File: src/rtl/rom_isa_pkg.sv
package rom_isa_pkg;
  typedef enum logic [2:0] {
    OP_NOP, OP_RD8, OP_RD16, OP_WR8, OP_WR16, OP_LOAD
  } op_e;

  typedef enum logic [2:0] {
    ST_IDLE, ST_SETUP, ST_STROBE, ST_HOLD, ST_DONE
  } st_e;
endpackage

File: src/rtl/rom_isa_decode.sv
module rom_isa_decode
  import rom_isa_pkg::*;
#(
  parameter int HA_W     = 17,
  parameter int SIDE_BIT = 16,
  parameter int LOAD_BIT = 15,
  parameter int REG_LSB  = 9,
  parameter int REG_W    = 5,
  parameter int DAT_LSB  = 1,
  parameter int ISA_AW   = 10,
  parameter logic [ISA_AW-1:0] IO_BASE = 10'h300
) (
  input  logic [HA_W-1:0]   addr_i,
  input  logic              wide_i,
  input  logic              lat_valid_i,
  input  logic [7:0]        lat_byte_i,
  output op_e               op_o,
  output logic [ISA_AW-1:0] isa_addr_o,
  output logic [15:0]       wdata_o
);
  logic       side_b, load_win;
  logic [7:0] addr_byte;
  logic       unused_addr;

  assign side_b      = addr_i[SIDE_BIT];
  assign load_win    = addr_i[LOAD_BIT];
  assign addr_byte   = addr_i[DAT_LSB +: 8];
  assign unused_addr = ^addr_i;

  always_comb begin
    if (!side_b) begin
      if (load_win)    op_o = OP_LOAD;
      else if (wide_i) op_o = OP_RD16;
      else             op_o = OP_RD8;
    end else if (wide_i) begin
      op_o = lat_valid_i ? OP_WR16 : OP_NOP;
    end else begin
      op_o = OP_WR8;
    end
  end

  assign isa_addr_o = IO_BASE | ISA_AW'(addr_i[REG_LSB +: REG_W]);
  assign wdata_o    = (op_o == OP_WR16) ? {addr_byte, lat_byte_i} : {8'h00, addr_byte};
endmodule

File: src/rtl/rom_isa_wlatch.sv
module rom_isa_wlatch (
  input  logic       clk_i,
  input  logic       rst_ni,
  input  logic       load_i,
  input  logic [7:0] byte_i,
  input  logic       clear_i,
  output logic       valid_o,
  output logic [7:0] byte_o
);
  always_ff @(posedge clk_i or negedge rst_ni) begin
    if (!rst_ni) begin
      valid_o <= 1'b0;
      byte_o  <= '0;
    end else if (load_i) begin
      valid_o <= 1'b1;
      byte_o  <= byte_i;
    end else if (clear_i) begin
      valid_o <= 1'b0;
    end
  end

  a_r6_load_sets: assert property (@(posedge clk_i) disable iff (!rst_ni)
    load_i |=> valid_o && byte_o == $past(byte_i));
  a_r7_clear_after_use: assert property (@(posedge clk_i) disable iff (!rst_ni)
    clear_i && !load_i |=> !valid_o);
endmodule

File: src/rtl/rom_isa_seq.sv
module rom_isa_seq
  import rom_isa_pkg::*;
#(
  parameter int ISA_AW = 10,
  parameter int CNT_W  = 4
) (
  input  logic              clk_i,
  input  logic              rst_ni,
  input  logic              sel_i,
  input  op_e               op_i,
  input  logic [ISA_AW-1:0] addr_i,
  input  logic [15:0]       wdata_i,
  input  logic [CNT_W-1:0]  len_i,
  input  logic [15:0]       isa_rdata_i,
  output logic              ior_o,
  output logic              iow_o,
  output logic [ISA_AW-1:0] isa_addr_o,
  output logic [15:0]       isa_wdata_o,
  output logic              isa_data_oe_o,
  output logic              isa_wide_o,
  output logic              ack_o,
  output logic [15:0]       hdata_o,
  output logic              hdata_oe_o,
  output logic              load_o,
  output logic              consume_o
);
  st_e               st;
  op_e               op_q;
  logic [ISA_AW-1:0] addr_q;
  logic [15:0]       wdata_q, rdata_q;
  logic [CNT_W-1:0]  cnt;
  logic              is_rd, is_wr, busy;

  assign is_rd = (op_q == OP_RD8) || (op_q == OP_RD16);
  assign is_wr = (op_q == OP_WR8) || (op_q == OP_WR16);
  assign busy  = (st == ST_SETUP) || (st == ST_STROBE) || (st == ST_HOLD);

  always_ff @(posedge clk_i or negedge rst_ni) begin
    if (!rst_ni) begin
      st      <= ST_IDLE;
      op_q    <= OP_NOP;
      addr_q  <= '0;
      wdata_q <= '0;
      rdata_q <= '0;
      cnt     <= '0;
    end else begin
      case (st)
        ST_IDLE: if (sel_i) begin
          op_q    <= op_i;
          addr_q  <= addr_i;
          wdata_q <= wdata_i;
          cnt     <= (len_i == '0) ? '0 : len_i - CNT_W'(1);
          st      <= (op_i == OP_LOAD || op_i == OP_NOP) ? ST_DONE : ST_SETUP;
        end
        ST_SETUP: st <= ST_STROBE;
        ST_STROBE: begin
          if (cnt == '0) begin
            st <= ST_HOLD;
            if (is_rd)
              rdata_q <= (op_q == OP_RD16) ? isa_rdata_i : {isa_rdata_i[7:0], 8'h00};
          end else begin
            cnt <= cnt - CNT_W'(1);
          end
        end
        ST_HOLD: st <= ST_DONE;
        ST_DONE: if (!sel_i) st <= ST_IDLE;
        default: st <= ST_IDLE;
      endcase
    end
  end

  assign ior_o         = (st == ST_STROBE) && is_rd;
  assign iow_o         = (st == ST_STROBE) && is_wr;
  assign isa_addr_o    = addr_q;
  assign isa_wdata_o   = wdata_q;
  assign isa_data_oe_o = busy && is_wr;
  assign isa_wide_o    = busy && (op_q == OP_RD16 || op_q == OP_WR16);
  assign ack_o         = (st == ST_DONE);
  assign hdata_o       = rdata_q;
  assign hdata_oe_o    = (st == ST_DONE) && is_rd;
  assign load_o        = (st == ST_IDLE) && sel_i && (op_i == OP_LOAD);
  assign consume_o     = (st == ST_HOLD) && (op_q == OP_WR16);

  a_r11_one_strobe: assert property (@(posedge clk_i) disable iff (!rst_ni)
    !(ior_o && iow_o));
  a_r11_idle_quiet: assert property (@(posedge clk_i) disable iff (!rst_ni)
    st == ST_IDLE |-> !ior_o && !iow_o && !ack_o);
  a_r9_setup_before: assert property (@(posedge clk_i) disable iff (!rst_ni)
    $rose(ior_o || iow_o) |-> $stable(isa_addr_o) && $past(st == ST_SETUP));
  a_r9_hold_after: assert property (@(posedge clk_i) disable iff (!rst_ni)
    $fell(ior_o || iow_o) |-> st == ST_HOLD && $stable(isa_addr_o));
  a_r9_ack_held: assert property (@(posedge clk_i) disable iff (!rst_ni)
    ack_o && sel_i |=> ack_o);
  a_r10_host_oe: assert property (@(posedge clk_i) disable iff (!rst_ni)
    hdata_oe_o |-> ack_o && !isa_data_oe_o);
  a_r10_isa_oe: assert property (@(posedge clk_i) disable iff (!rst_ni)
    ior_o |-> !isa_data_oe_o);
endmodule

File: src/rtl/rom_isa_bridge.sv
module rom_isa_bridge
  import rom_isa_pkg::*;
#(
  parameter int HA_W   = 17,
  parameter int ISA_AW = 10,
  parameter int CNT_W  = 4,
  parameter logic [ISA_AW-1:0] IO_BASE = 10'h300
) (
  input  logic              clk_i,
  input  logic              rst_ni,
  input  logic              rom_sel_i,
  input  logic [HA_W-1:0]   rom_addr_i,
  input  logic              rom_wide_i,
  input  logic [CNT_W-1:0]  strobe_len_i,
  output logic [15:0]       rom_data_o,
  output logic              rom_data_oe_o,
  output logic              rom_ack_o,
  output logic [ISA_AW-1:0] isa_addr_o,
  output logic [15:0]       isa_data_o,
  input  logic [15:0]       isa_data_i,
  output logic              isa_data_oe_o,
  output logic              isa_wide_o,
  output logic              isa_ior_o,
  output logic              isa_iow_o
);
  localparam int SIDE_BIT = HA_W - 1;
  localparam int LOAD_BIT = HA_W - 2;

  op_e               dec_op;
  logic [ISA_AW-1:0] dec_addr;
  logic [15:0]       dec_wdata, wdata_q, hdata;
  logic              lat_valid, lat_load, lat_clear, hdata_oe;
  logic [7:0]        lat_byte;

  rom_isa_decode #(
    .HA_W(HA_W), .SIDE_BIT(SIDE_BIT), .LOAD_BIT(LOAD_BIT), .REG_LSB(9), .REG_W(5),
    .DAT_LSB(1), .ISA_AW(ISA_AW), .IO_BASE(IO_BASE)
  ) u_decode (
    .addr_i(rom_addr_i), .wide_i(rom_wide_i), .lat_valid_i(lat_valid),
    .lat_byte_i(lat_byte), .op_o(dec_op), .isa_addr_o(dec_addr), .wdata_o(dec_wdata)
  );

  rom_isa_wlatch u_wlatch (
    .clk_i(clk_i), .rst_ni(rst_ni), .load_i(lat_load), .byte_i(rom_addr_i[8:1]),
    .clear_i(lat_clear), .valid_o(lat_valid), .byte_o(lat_byte)
  );

  rom_isa_seq #(.ISA_AW(ISA_AW), .CNT_W(CNT_W)) u_seq (
    .clk_i(clk_i), .rst_ni(rst_ni), .sel_i(rom_sel_i), .op_i(dec_op),
    .addr_i(dec_addr), .wdata_i(dec_wdata), .len_i(strobe_len_i),
    .isa_rdata_i(isa_data_i), .ior_o(isa_ior_o), .iow_o(isa_iow_o),
    .isa_addr_o(isa_addr_o), .isa_wdata_o(wdata_q), .isa_data_oe_o(isa_data_oe_o),
    .isa_wide_o(isa_wide_o), .ack_o(rom_ack_o), .hdata_o(hdata),
    .hdata_oe_o(hdata_oe), .load_o(lat_load), .consume_o(lat_clear)
  );

  assign rom_data_oe_o = hdata_oe;
  assign rom_data_o    = hdata_oe ? hdata : '0;
  assign isa_data_o    = isa_data_oe_o ? wdata_q : '0;
endmodule

File: config.mk
export PLATFORM = sky130hd
export DESIGN_NAME = rom_isa_bridge
export DESIGN_NICKNAME = d
export VERILOG_FILES = /design/src/rtl/rom_isa_pkg.sv /design/src/rtl/rom_isa_decode.sv /design/src/rtl/rom_isa_wlatch.sv /design/src/rtl/rom_isa_seq.sv /design/src/rtl/rom_isa_bridge.sv
export SDC_FILE = /design/constraint.sdc
export NUM_CORES = 1
export LEC_CHECK = 0
export BUFFER_PORTS_ARGS = -buffer_cell sky130_fd_sc_hd__buf_2
export CAP_MARGIN = 20
export CORE_ASPECT_RATIO = 1.25
export CORE_MARGIN = 5
export CORE_UTILIZATION = 45
export CTS_BUF_LIST = sky130_fd_sc_hd__clkbuf_4
export DETAILED_ROUTE_END_ITERATION = 6
export GPL_ROUTABILITY_DRIVEN = 0
export GPL_TIMING_DRIVEN = 0
export PLACE_DENSITY = 0.74
export SLEW_MARGIN = 20
export SYNTH_ARGS = -nofsm -noshare
export SYNTH_HDL_FRONTEND = slang
export SYNTH_SLANG_ARGS = --single-unit
File: constraint.sdc
create_clock -name clk_i -period 5.5 [get_ports clk_i]
set_clock_uncertainty 0.15 [all_clocks]
set_input_delay 0.55 -clock clk_i [delete_from_list [all_inputs] [get_ports clk_i]]
set_output_delay 0.55 -clock clk_i [all_outputs]
set_load 0.005 [all_outputs]
**Word level (Yosys, flattened, before mapping)**

Index checks and enable logic that the tools add are counted.

- Bits in latches: 0
- Flip-flop bits (word level): 57
- Word-level logic and storage cells: 68
- Bits in read-only memories: 0
- Memories: 0
- Memory bits (writable): 0

- Equality and inequality tests: 14
- Shift-type cells: 0
- Reduce and logical (&&, ||, !) cells: 24
- Bitwise logic cells: 0
- $mul: 0
- Add/sub/neg operators: 2
- Div/mod/pow operators: 0
- $lt $le $gt $ge: 0
- Multiplexer cells: 20

Operator list:

| kind | number |
|---|---|
| 2-to-1 mux 16 bit | 4 |
| 2-to-1 mux 3 bit | 8 |
| case mux 3 bit (5 select lines) | 1 |
| equality test 3 x 2 -> 1 bit, second input constant | 4 |
| equality test 3 bit, second input constant | 4 |
| 2-to-1 mux 4 bit | 3 |
| AND reduction 3 bit | 3 |
| logical AND 1 bit | 8 |
| zero test 4 bit | 2 |
| case mux 4 bit (2 select lines) | 1 |
| subtractor 4 x 1 -> 4 bit, second input constant | 2 |
| equality test 3 x 1 -> 1 bit, second input constant | 2 |
| zero test 3 bit | 2 |
| logical OR 1 bit | 6 |
| inequality test 2 bit, second input constant | 3 |
| nonzero test 2 bit | 2 |
| 2-to-1 mux 1 bit | 2 |
| 2-to-1 mux 2 bit | 1 |
| inequality test 2 x 1 -> 1 bit, second input constant | 1 |
| AND reduction 2 bit | 1 |

**Logic depth before layout (Yosys ltp)**

Gate-level depths: netlist of the first run.

- Word-level depth: 8
- Mapped depth: 6
- Depth with buffers taken out: 5

**Modules after synthesis**

A second synthesis of the first run with hierarchy kept.

- Cell total of the unflattened synthesis: 348
- Area, all modules: 3390.8 um^2

Modules (own cells, without submodules):

| module | cells an instance | times used | seq. area each (um^2) | area an instance (um^2) |
|---|---|---|---|---|
| rom_isa_seq | 257 | 1 | 1301.2 | 2469.9 |
| rom_isa_wlatch | 20 | 1 | 225.2 | 369.1 |
| rom_isa_decode | 37 | 1 | 0.0 | 296.5 |
| rom_isa_bridge | 34 | 1 | 0.0 | 255.2 |

**Least setup slack after synthesis of the first run**

OpenSTA, ideal clock, no wires.

- Path kind: register -> output
- From: reg u_seq.op_q[2]
- To: out isa_data_o[10]
- Stages on the path, launching flop included: 6
- Setup slack: 3180 ps
- Arrival: 1620 ps
- Path through: dfrtp_1 buf_4 or3b_2 a211oi_2 buf_2 and2_1

- Word-level cells in the longest chain between the ends: 4
- Elaborated cells on any way between the ends: 5

Ends and longest elaborated chain:

| what | line | RTL |
|---|---|---|
| from (decl) | rom_isa_seq.sv:28 | `op_e op_q;` |
| from (signal assigned) | rom_isa_seq.sv:49 | `op_q <= op_i;` |
| equality test 3 x 2 -> 1 bit / equality test 3 bit (equally long branches) | rom_isa_seq.sv:35 | `assign is_wr = (op_q == OP_WR8) \|\| (op_q == OP_WR16);` |
| logical OR 1 bit (*) | rom_isa_seq.sv:35 |  |
| logical AND 1 bit (*) | rom_isa_seq.sv:76 | `assign isa_data_oe_o = busy && is_wr;` |
| net isa_data_oe_o | rom_isa_bridge.sv:21 | `output logic isa_data_oe_o,` |
| 2-to-1 mux 16 bit (*) | rom_isa_bridge.sv:59 | `assign isa_data_o = isa_data_oe_o ? wdata_q : '0;` |
| to (decl) | rom_isa_bridge.sv:19 | `output logic [15:0] isa_data_o,` |

The timed path passes the listed nets; every way through them passes the cells marked *.

**Worst setup path after layout of the first run**

- From: reg u_seq.op_q[2]
- To: out isa_data_o[7]

- Word-level cells in the longest chain between the ends: 4
- Elaborated cells on any way between the ends: 5

Ends and longest elaborated chain:

| what | line |
|---|---|
| equality test 3 x 2 -> 1 bit / equality test 3 bit (equally long branches) | rom_isa_seq.sv:35 |
| logical OR 1 bit (*) | rom_isa_seq.sv:35 |
| logical AND 1 bit (*) | rom_isa_seq.sv:76 |
| 2-to-1 mux 16 bit (*) | rom_isa_bridge.sv:59 |

Every way passes the cells marked *; elsewhere a longest branch is shown, timed or not.

==> results of run 1 <==
flip-flops by register name, summed over array words and instances (netlist names):
name and count:
u_seq.op_q 3, u_seq.isa_wdata_o 16, u_seq.cnt 4, u_wlatch.valid_o 1
u_wlatch.byte_o 8, u_seq.hdata_o 16, u_seq.isa_addr_o 6, u_seq.st 3
final cells by class:
| cell class | count | area share |
|---|---|---|
| clock inverters | 6 | 0.01666 |
| inverters | 12 | 0.01250 |
| plain buffers | 18 | 0.03055 |
| well taps | 87 | 0.03020 |
| flip-flops and latches | 57 | 0.3957 |
| clock buffers | 9 | 0.01874 |
| repair buffers | 83 | 0.1159 |
| multi-input cells | 191 | 0.3797 |
metal layers:
| layer | part of all wire | wire, microns | global-route usage | vias to the layer above |
|---|---|---|---|---|
| li1 | - | - | - | 1140 |
| met3 | 0.039 | 265 | 0.04309 | 2 |
| met5 | 0 | 0 | 0 | - |
| met4 | 0.0068 | 47 | 0.05882 | 0 |
| met2 | 0.53 | 3650 | 0.3037 | 44 |
| met1 | 0.42 | 2905 | 0.2320 | 1151 |
worst max-delay path: cells and delay by family, from the launching register on:
| kind | cells | cell delay (ns) |
|---|---|---|
| compound gates | 1 | 0.51 |
| buf+inv | 3 | 0.57 |
| flops | 1 | 0.34 |
| simple gates | 2 | 0.65 |
layout by cell type (no fill, tap or decap), types with 3 or more instances in the layout:
cell type,count
buf_4,6
mux2_2,22
xnor2_1,3
nor2_1,8
clkbuf_4,9
dfrtp_1,57
nand2_1,37
o21ai_0,12
nand3_1,3
and2_1,33
nor3_1,4
clkinv_2,3
a22o_1,8
conb_1,3
nand2b_1,3
buf_2,86
mux2i_1,17
inv_1,12
clkbuf_1,6
power groups by stage:
stage	logic, W	registers [W]	clock network (W)
CTS	0.000613	0.000693	0.000299
floorplan	0.000433	0.000676	0
global route	0.000679	0.000717	0.000323
detailed placement	0.000611	0.000702	0
global placement	0.000589	0.000692	0
finish	0.000603	0.000693	0.000289
through the flow:
| step | utilization | instance area [sq um] | hold slack (ns) |
|---|---|---|---|
| finish | 0.5561 | 3605 | 0.05602 |
| global route | 0.5561 | 3605 | 0.08865 |
| CTS | 0.5561 | 3605 | 0.06754 |
| detailed placement | 0.5364 | 3477 | 0.3069 |
| global placement | 0.5360 | 3475 | 0.3050 |
| floorplan | - | 2950 | 0.1044 |
worst paths after layout:
kind,from,endpoint,cells past startpoint
max,u_seq.op_q[2],isa_data_o[7],6
min,rst_ni,u_seq.hdata_o[6],1
max reg2reg,u_seq.cnt[0],u_seq.hdata_o[14],6
min reg2reg,u_seq.isa_wdata_o[3],u_seq.isa_wdata_o[3],2
max in group asynchronous,rst_ni,u_seq.isa_wdata_o[10],1
min in group clk_i,rom_addr_i[9],u_seq.isa_addr_o[0],3
cells by family after synthesis:
group	share of synthesized area
AOI/OAI and AO/OA	0.09269
other	0.001274
DFF	0.4847
buffers and inverters	0.05272
xor gates and xnor gates	0.008930
and+or+nand+nor	0.2032
adders and majority gates	0.004251
muxes	0.1522
==> flow_summary.toml, run 1 <==
[outcome]
run_status = "finished, final reports clean"

[floorplanning]
io-pin-count = 89
dieArea_sq_um = 8267
coreArea_sq_um = 6482
dieHeight_microns = 100.4
die_w_microns = 82.33
row_count = 33
start_util = 0.4540

[cts]
cts-resized-gates = 0
clkLatencyLatePin_ns = 0.39
post_cts_buffers = 0
clock_path_buffers = 2
clkTransAtPathRegs_ns = 0.09
htreeDepth = 3
numCtsBuffers = 9
ctsHoldBuffers = 0
cts_tree = "done"
cts_num_sinks = 57
root_buffer = "clkbuf_4"

[sta]
slew_viol_final = 0
worst-slew-pin-transition_ns = 0.7197
fin_setup_tns_ns = 0
setup_viol = 0
worst_slack_ns = 2.347
rsz0062_at_grt = "false"
slew_headroom = 0.5202
timing.fmax_mhz = 317.1
hold_viol = 0
min_period_ns = 3.153
layout_worst_path_cycle_share = 0.5733

[global_route]
grt_use_total = 0.1829
grt_pass1_vias = 2419
antenna_found_initial = 0
grt_remaining_overflow = 0
grt_max_degree = 58
grt_pass1_wl_mm = 11.66

[power_and_ir_drop]
internal-power_w = 0.001015
irDropWorstVdd_v = 0.0002022
powerDensity_nw_per_um2 = 439.6
leakage_nw = 1.833
p_sw_w = 0.0005700
p_sw_frac = 0.3597
power_frac_comb = 0.381
p_clk_frac = 0.182
total_power_w = 0.001585
seq_power_share = 0.437

[routing]
firstDrtPassIters = 4
wl_mm = 6.869
wire_per_inst_microns = 14.84
dr.first_iter.drc_count = 167
vias = 2337
ant_nets = 0
drc = 0
avgViaCountPerCell = 5.048

[yosys]
synth_top_cell_by_area = "dfrtp_1"
synth_area_leaders = "dfrtp_1 (48%), mux2_2 (8.4%), and2_1 (7.0%)"
synth-edff-count = 0
yosysTopAreaCellShare = 0.4847
yosys_warnings = 0
synthCells = 276
synthesis.area_sq_um = 2943
yosysMostFrequentCell = "dfrtp_1"
synth_top_cells_by_count = "dfrtp_1 (57), nand2_1 (37), and2_1 (33), mux2_2 (22), mux2i_1 (17)"
yosys_most_used_dff = "dfrtp_1"
synth_cell_types = 50
ys_async_sr_fraction = 1.000
ys_seq_elements = 57
syn_area_per_cell_sq_um = 10.66
ys_seq_area_frac = 0.4847

[worst_setup_path]
worstPathCellList = "buf_4 > or3b_2 > a211oi_2 > buf_2 > and2_1 > buf_2"
critPathSlowestCell = "a211oi_2"
cp.arrival_ns = 2.45
critPathMaxFanout = 10
worstSetupStartpointType = "flop"
required_ns = 4.80
crit_type = "reg -> out"
slowest_delay_ns = 0.51
reg2reg_setup_slack_ns = 3.00
cp_common_cell = "buf_2"
crit_path_end_kind = "primary output"

[final_layout]
final-seq-area_sq_um = 1426
nNetsFinal = 414
diodes = 0
multi_input_area_sq_um = 1369
drive_gt1_frac = 0.3777
fin_cells = 463
fillers = 613
area_growth_syn_to_layout_pct = 22.49

[place]
dp_hpwl_mm = 5.085
placed_cells = 448
io_buffers = 83
place_ws_ns = 2.703

[min_path]
hp-class = "in -> async"

[run]
maxCapViolations = 0
(Power assumes the default switching activity.)
==> inputs of run 2 (changes only) <==
--- a/config.mk
+++ b/config.mk
@@ -14,7 +14,7 @@
 export DETAILED_ROUTE_END_ITERATION = 6
 export GPL_ROUTABILITY_DRIVEN = 0
 export GPL_TIMING_DRIVEN = 0
-export PLACE_DENSITY = 0.74
+export PLACE_DENSITY = 0.77
 export SLEW_MARGIN = 20
 export SYNTH_ARGS = -nofsm -noshare
 export SYNTH_HDL_FRONTEND = slang
==> constraint.sdc (replaced) <==
create_clock -name clk_i -period 2.7 [get_ports clk_i]
set_clock_uncertainty 0.15 [all_clocks]
set_input_delay 0.27 -clock clk_i [delete_from_list [all_inputs] [get_ports clk_i]]
set_output_delay 0.27 -clock clk_i [all_outputs]
set_load 0.005 [all_outputs]
==> flow_summary.toml, run 2 (synthesis results as in run 1) <==
[sta]
worst_hold_slack_ns = 0.07457
timing.fmax_mhz = 387.8
fin_setup_tns_ns = 0
worst_slack_ns = 0.1210
layout_worst_path_cycle_share = 0.9552
slew_viol_final = 0
min_period_ns = 2.579
worst-slew-pin-transition_ns = 0.7515
hold_viol = 0
setup_viol = 0
rsz0062_at_grt = "false"
slew_headroom = 0.4977

[power_and_ir_drop]
irDropWorstVdd_v = 0.0004367
total_power_w = 0.003294
powerDensity_nw_per_um2 = 851.5
leakage_nw = 1.941

[global_route]
grt_max_degree = 58
grt_pass1_vias = 2434
grt_use_total = 0.1832
grt_pass1_wl_mm = 11.57
grt_remaining_overflow = 0
antenna_found_initial = 0

[final_layout]
fin_cells = 488
multi_input_area_sq_um = 1379
final_common_cell = "buf_2"
mostFrequentLayoutCells = "buf_2 (85), dfrtp_1 (56), nand2_1 (37)"
diodes = 0
area_growth_syn_to_layout_pct = 31.46
drive_gt1_frac = 0.3591
final-seq-area_sq_um = 1428
nNetsFinal = 438
fillers = 555

[cts]
htreeDepth = 3
numCtsBuffers = 9
cts_tree = "done"
cts_num_sinks = 57
clkLatencyLatePin_ns = 0.40
root_buffer = "clkbuf_4"
clkTransAtPathRegs_ns = 0.10
clock_path_buffers = 2

[floorplanning]
row_count = 33
die_w_microns = 82.33
dieArea_sq_um = 8267
dieHeight_microns = 100.4
start_util = 0.4540
coreArea_sq_um = 6482
io-pin-count = 89

[routing]
dr.first_iter.drc_count = 132
firstDrtPassIters = 5
ant_nets = 0
drc = 0
avgViaCountPerCell = 4.941
vias = 2411
wl_mm = 7.061
wire_per_inst_microns = 14.47

[worst_setup_path]
critPathMaxFanout = 10
required_ns = 2.28
worstSetupStartpointType = "flop"
crit_type = "reg -> out"
cp.arrival_ns = 2.16
crit_path_end_kind = "primary output"

[place]
dp_hpwl_mm = 4.957
io_buffers = 83
place_ws_ns = 0.2214
placed_cells = 448

[run]
maxCapViolations = 0

[min_path]
hp-class = "in -> reg"

[outcome]
run_status = "finished, final reports clean"
run 2: cell count changes in the layout (fill, tap and decap cells not counted), moves of 2 or more:
cell	delta
clkinv_1	+2
clkinv_2	-2
buf_4	+2
dlygate4sd3_1	+24
run 2: layout make-up:
type | instances | share of cell area
tap | 87 | 0.02814
clock inverter | 6 | 0.01520
buffer | 17 | 0.02814
inverter | 12 | 0.01164
sequential | 57 | 0.3690
clock buffer | 10 | 0.01940
multi-input combinational | 191 | 0.3564
timing repair buffer | 108 | 0.1721
run 2: power by group:
group / internal (W) / switching, W
Clock: 0.000287 / 0.000316
Combinational: 0.000619 / 0.000656
Sequential: 0.00121 / 0.000202
run 2: critical path, cell delays in order (launching register included):
cell and delay, ns:
dfrtp_2 0.46, or3b_2 0.54, a211oi_4 0.28, buf_4 0.21
and2_1 0.15, buf_2 0.12
run 2: through the flow:
step                        util  cell area, sq um
final                     0.5968              3869
after global routing      0.5968              3869
after CTS                 0.5968              3869
after detailed placement  0.5364              3477
after global placement    0.5360              3475
after floorplan                -              2950
run 2: what timing repair did:
item	CTS	global route
pin swaps	1	0
buffers inserted	1	0
gates resized for setup	2	3
endpoints found under the setup margin	10	18
endpoints found under the hold margin	88	0
hold buffers	24	0
run 2: worst paths after layout:
path	start	end	slack (ns)	depth (start not counted)
worst max-delay path	u_seq.op_q[0]	isa_data_o[8]	0.12	5
worst min-delay path	rom_addr_i[15]	u_seq.op_q[0]	0.07	3
worst max register to register	u_seq.cnt[0]	u_seq.hdata_o[14]	0.21	6
worst min register to register	u_seq.isa_wdata_o[3]	u_seq.isa_wdata_o[3]	0.33	2
max in group asynchronous	rst_ni	u_seq.op_q[0]	1.57	2
min in group asynchronous	rst_ni	u_seq.isa_addr_o[8]	0.30	2
run 2: per-layer routing:
layer	GRT usage	vias to the layer above	wire, microns
li1	-	1191	-
met1	0.2241	1156	2954
met2	0.3099	53	3712
met3	0.04129	11	271
met4	0.06777	0	122
met5	0	-	0
==> inputs of run 3 (changes only) <==
--- a/config.mk
+++ b/config.mk
@@ -11,9 +11,9 @@
 export CORE_MARGIN = 5
 export CORE_UTILIZATION = 45
 export CTS_BUF_LIST = sky130_fd_sc_hd__clkbuf_4
+export CTS_CLUSTER_DIAMETER = 80
 export DETAILED_ROUTE_END_ITERATION = 6
 export GPL_ROUTABILITY_DRIVEN = 0
-export GPL_TIMING_DRIVEN = 0
 export PLACE_DENSITY = 0.77
 export SLEW_MARGIN = 20
 export SYNTH_ARGS = -nofsm -noshare
==> constraint.sdc (replaced) <==
create_clock -name clk_i -period 2.7 [get_ports clk_i]
set_clock_uncertainty 0.15 [all_clocks]
set_input_delay 0.405 -clock clk_i [delete_from_list [all_inputs] [get_ports clk_i]]
set_output_delay 0.405 -clock clk_i [all_outputs]
set_load 0.005 [all_outputs]
==> flow_summary.toml, run 3 (synthesis results as in run 1) <==
[cts]
cts_tree = "done"
clock_path_buffers = 2
cts_num_sinks = 57
htreeDepth = 3
numCtsBuffers = 9
root_buffer = "clkbuf_4"
clkLatencyLatePin_ns = 0.39
clkTransAtPathRegs_ns = 0.11

[routing]
firstDrtPassIters = 4
avgViaCountPerCell = 5.059
wl_mm = 6.673
wire_per_inst_microns = 14.48
dr.first_iter.drc_count = 75
drc = 0
vias = 2332
ant_nets = 0

[worst_setup_path]
cp_common_cell = "buf_2"
critPathSlowestCell = "dfrtp_2"
path_buf_inv = 2
crit_path_end_kind = "primary output"
worstPathCellList = "or3b_4 > a211oi_4 > buf_2 > and2_1 > buf_2"
reg2reg_setup_slack_ns = 0.39
slowest_delay_ns = 0.46
crit_type = "reg -> out"
cp.arrival_ns = 2.06
worstSetupStartpointType = "flop"
critPathMaxFanout = 6
required_ns = 2.14
cp_top_family = "simple AND/OR/NAND/NOR gates"

[global_route]
grt_use_total = 0.1703
grt_pass1_vias = 2326
grt_pass1_wl_mm = 10.78
antenna_found_initial = 0
grt_remaining_overflow = 0
grt_max_degree = 35

[power_and_ir_drop]
irDropWorstVdd_v = 0.0005469
powerDensity_nw_per_um2 = 900.4
leakage_nw = 1.849

[final_layout]
fin_cells = 461
area_growth_syn_to_layout_pct = 23.89
drive_gt1_frac = 0.3984
mostFrequentLayoutCells = "buf_2 (84), dfrtp_1 (54), nand2_1 (37)"
post-route-util = 0.5624
nNetsFinal = 412
diodes = 0
final_common_cell = "buf_2"

[outcome]
run_status = "finished, final reports clean"

[sta]
worst_hold_slack_ns = 0.04664
slew_headroom = 0.5537
timing.fmax_mhz = 382.0
layout_worst_path_cycle_share = 0.9695
hold_viol = 0
min_period_ns = 2.618
worst-slew-pin-transition_ns = 0.6695
setup_viol = 0
slew_viol_final = 0

[min_path]
hp-class = "in -> reg"

[floorplanning]
row_count = 33
die_w_microns = 82.33
start_util = 0.4540
io-pin-count = 89
dieHeight_microns = 100.4
dieArea_sq_um = 8267
coreArea_sq_um = 6482

[place]
placed_cells = 440
io_buffers = 83
dp_hpwl_mm = 4.793

[run]
maxCapViolations = 0
-- run 3: per-stage QoR --
stage | power (W) | setup WS [ns] | area (sq um) | TNS [ns]
after floorplan | 0.002260 | 0.4641 | 2950 | 0
after global placement | 0.002585 | 0.4108 | 3452 | 0
after detailed placement | 0.002646 | 0.4057 | 3452 | 0
after CTS | 0.003238 | 0.002339 | 3591 | 0
after global routing | 0.003544 | -0.04667 | 3646 | -0.1856
final | 0.003283 | 0.08223 | 3646 | 0
-- run 3: area by class of cell --
cell class              instances  area [sq um]
fillers                       598          2836
flip-flops and latches         57          1430
multi-input cells             191          1379
repair buffers                 99         555.5
well taps                      87         108.9
clock buffers                   9         67.56
clock inverters                 6         60.06
inverters                      12         45.04
-- run 3: repair_timing --
item                                    in CTS  in global routing
hold endpoints to repair                    28                  0
endpoints found under the setup margin      16                 16
buffers inserted                             0                  3
gates resized for setup                      1                  8
pin swaps                                    0                  1
cloned                                       0                  2
hold buffers                                 1                  0
-- run 3: final timing paths --
check                                       to  depth (start not counted)           startpoint
max                              isa_data_o[7]                          5        u_seq.op_q[0]
min                        u_seq.isa_addr_o[4]                          3       rom_addr_i[13]
max reg2reg                   u_seq.hdata_o[8]                          6         u_seq.cnt[0]
min reg2reg                u_seq.isa_addr_o[0]                          2  u_seq.isa_addr_o[0]
max in group asynchronous   u_wlatch.byte_o[2]                          3               rst_ni
min in group asynchronous  u_seq.isa_addr_o[8]                          2               rst_ni
-- run 3: tightest hold or removal path, delay by kind of cell --
kind	cells	cell delay [ns]
buf+inv	1	0.07
simple gates	2	0.09
-- run 3: metal layers --
layer	global-route usage	wire length, microns
met5	0	0
met4	0.05882	123
met3	0.05566	310
met2	0.2895	3595
met1	0.1979	2644
-- run 3: report_power, final --
part           leakage (nW)  total, W  switching [W]  internal [W]
clock network        0.0676  0.000579       0.000307      0.000272
registers             0.689   0.00146       0.000240       0.00122
logic                  1.09   0.00125       0.000612      0.000634
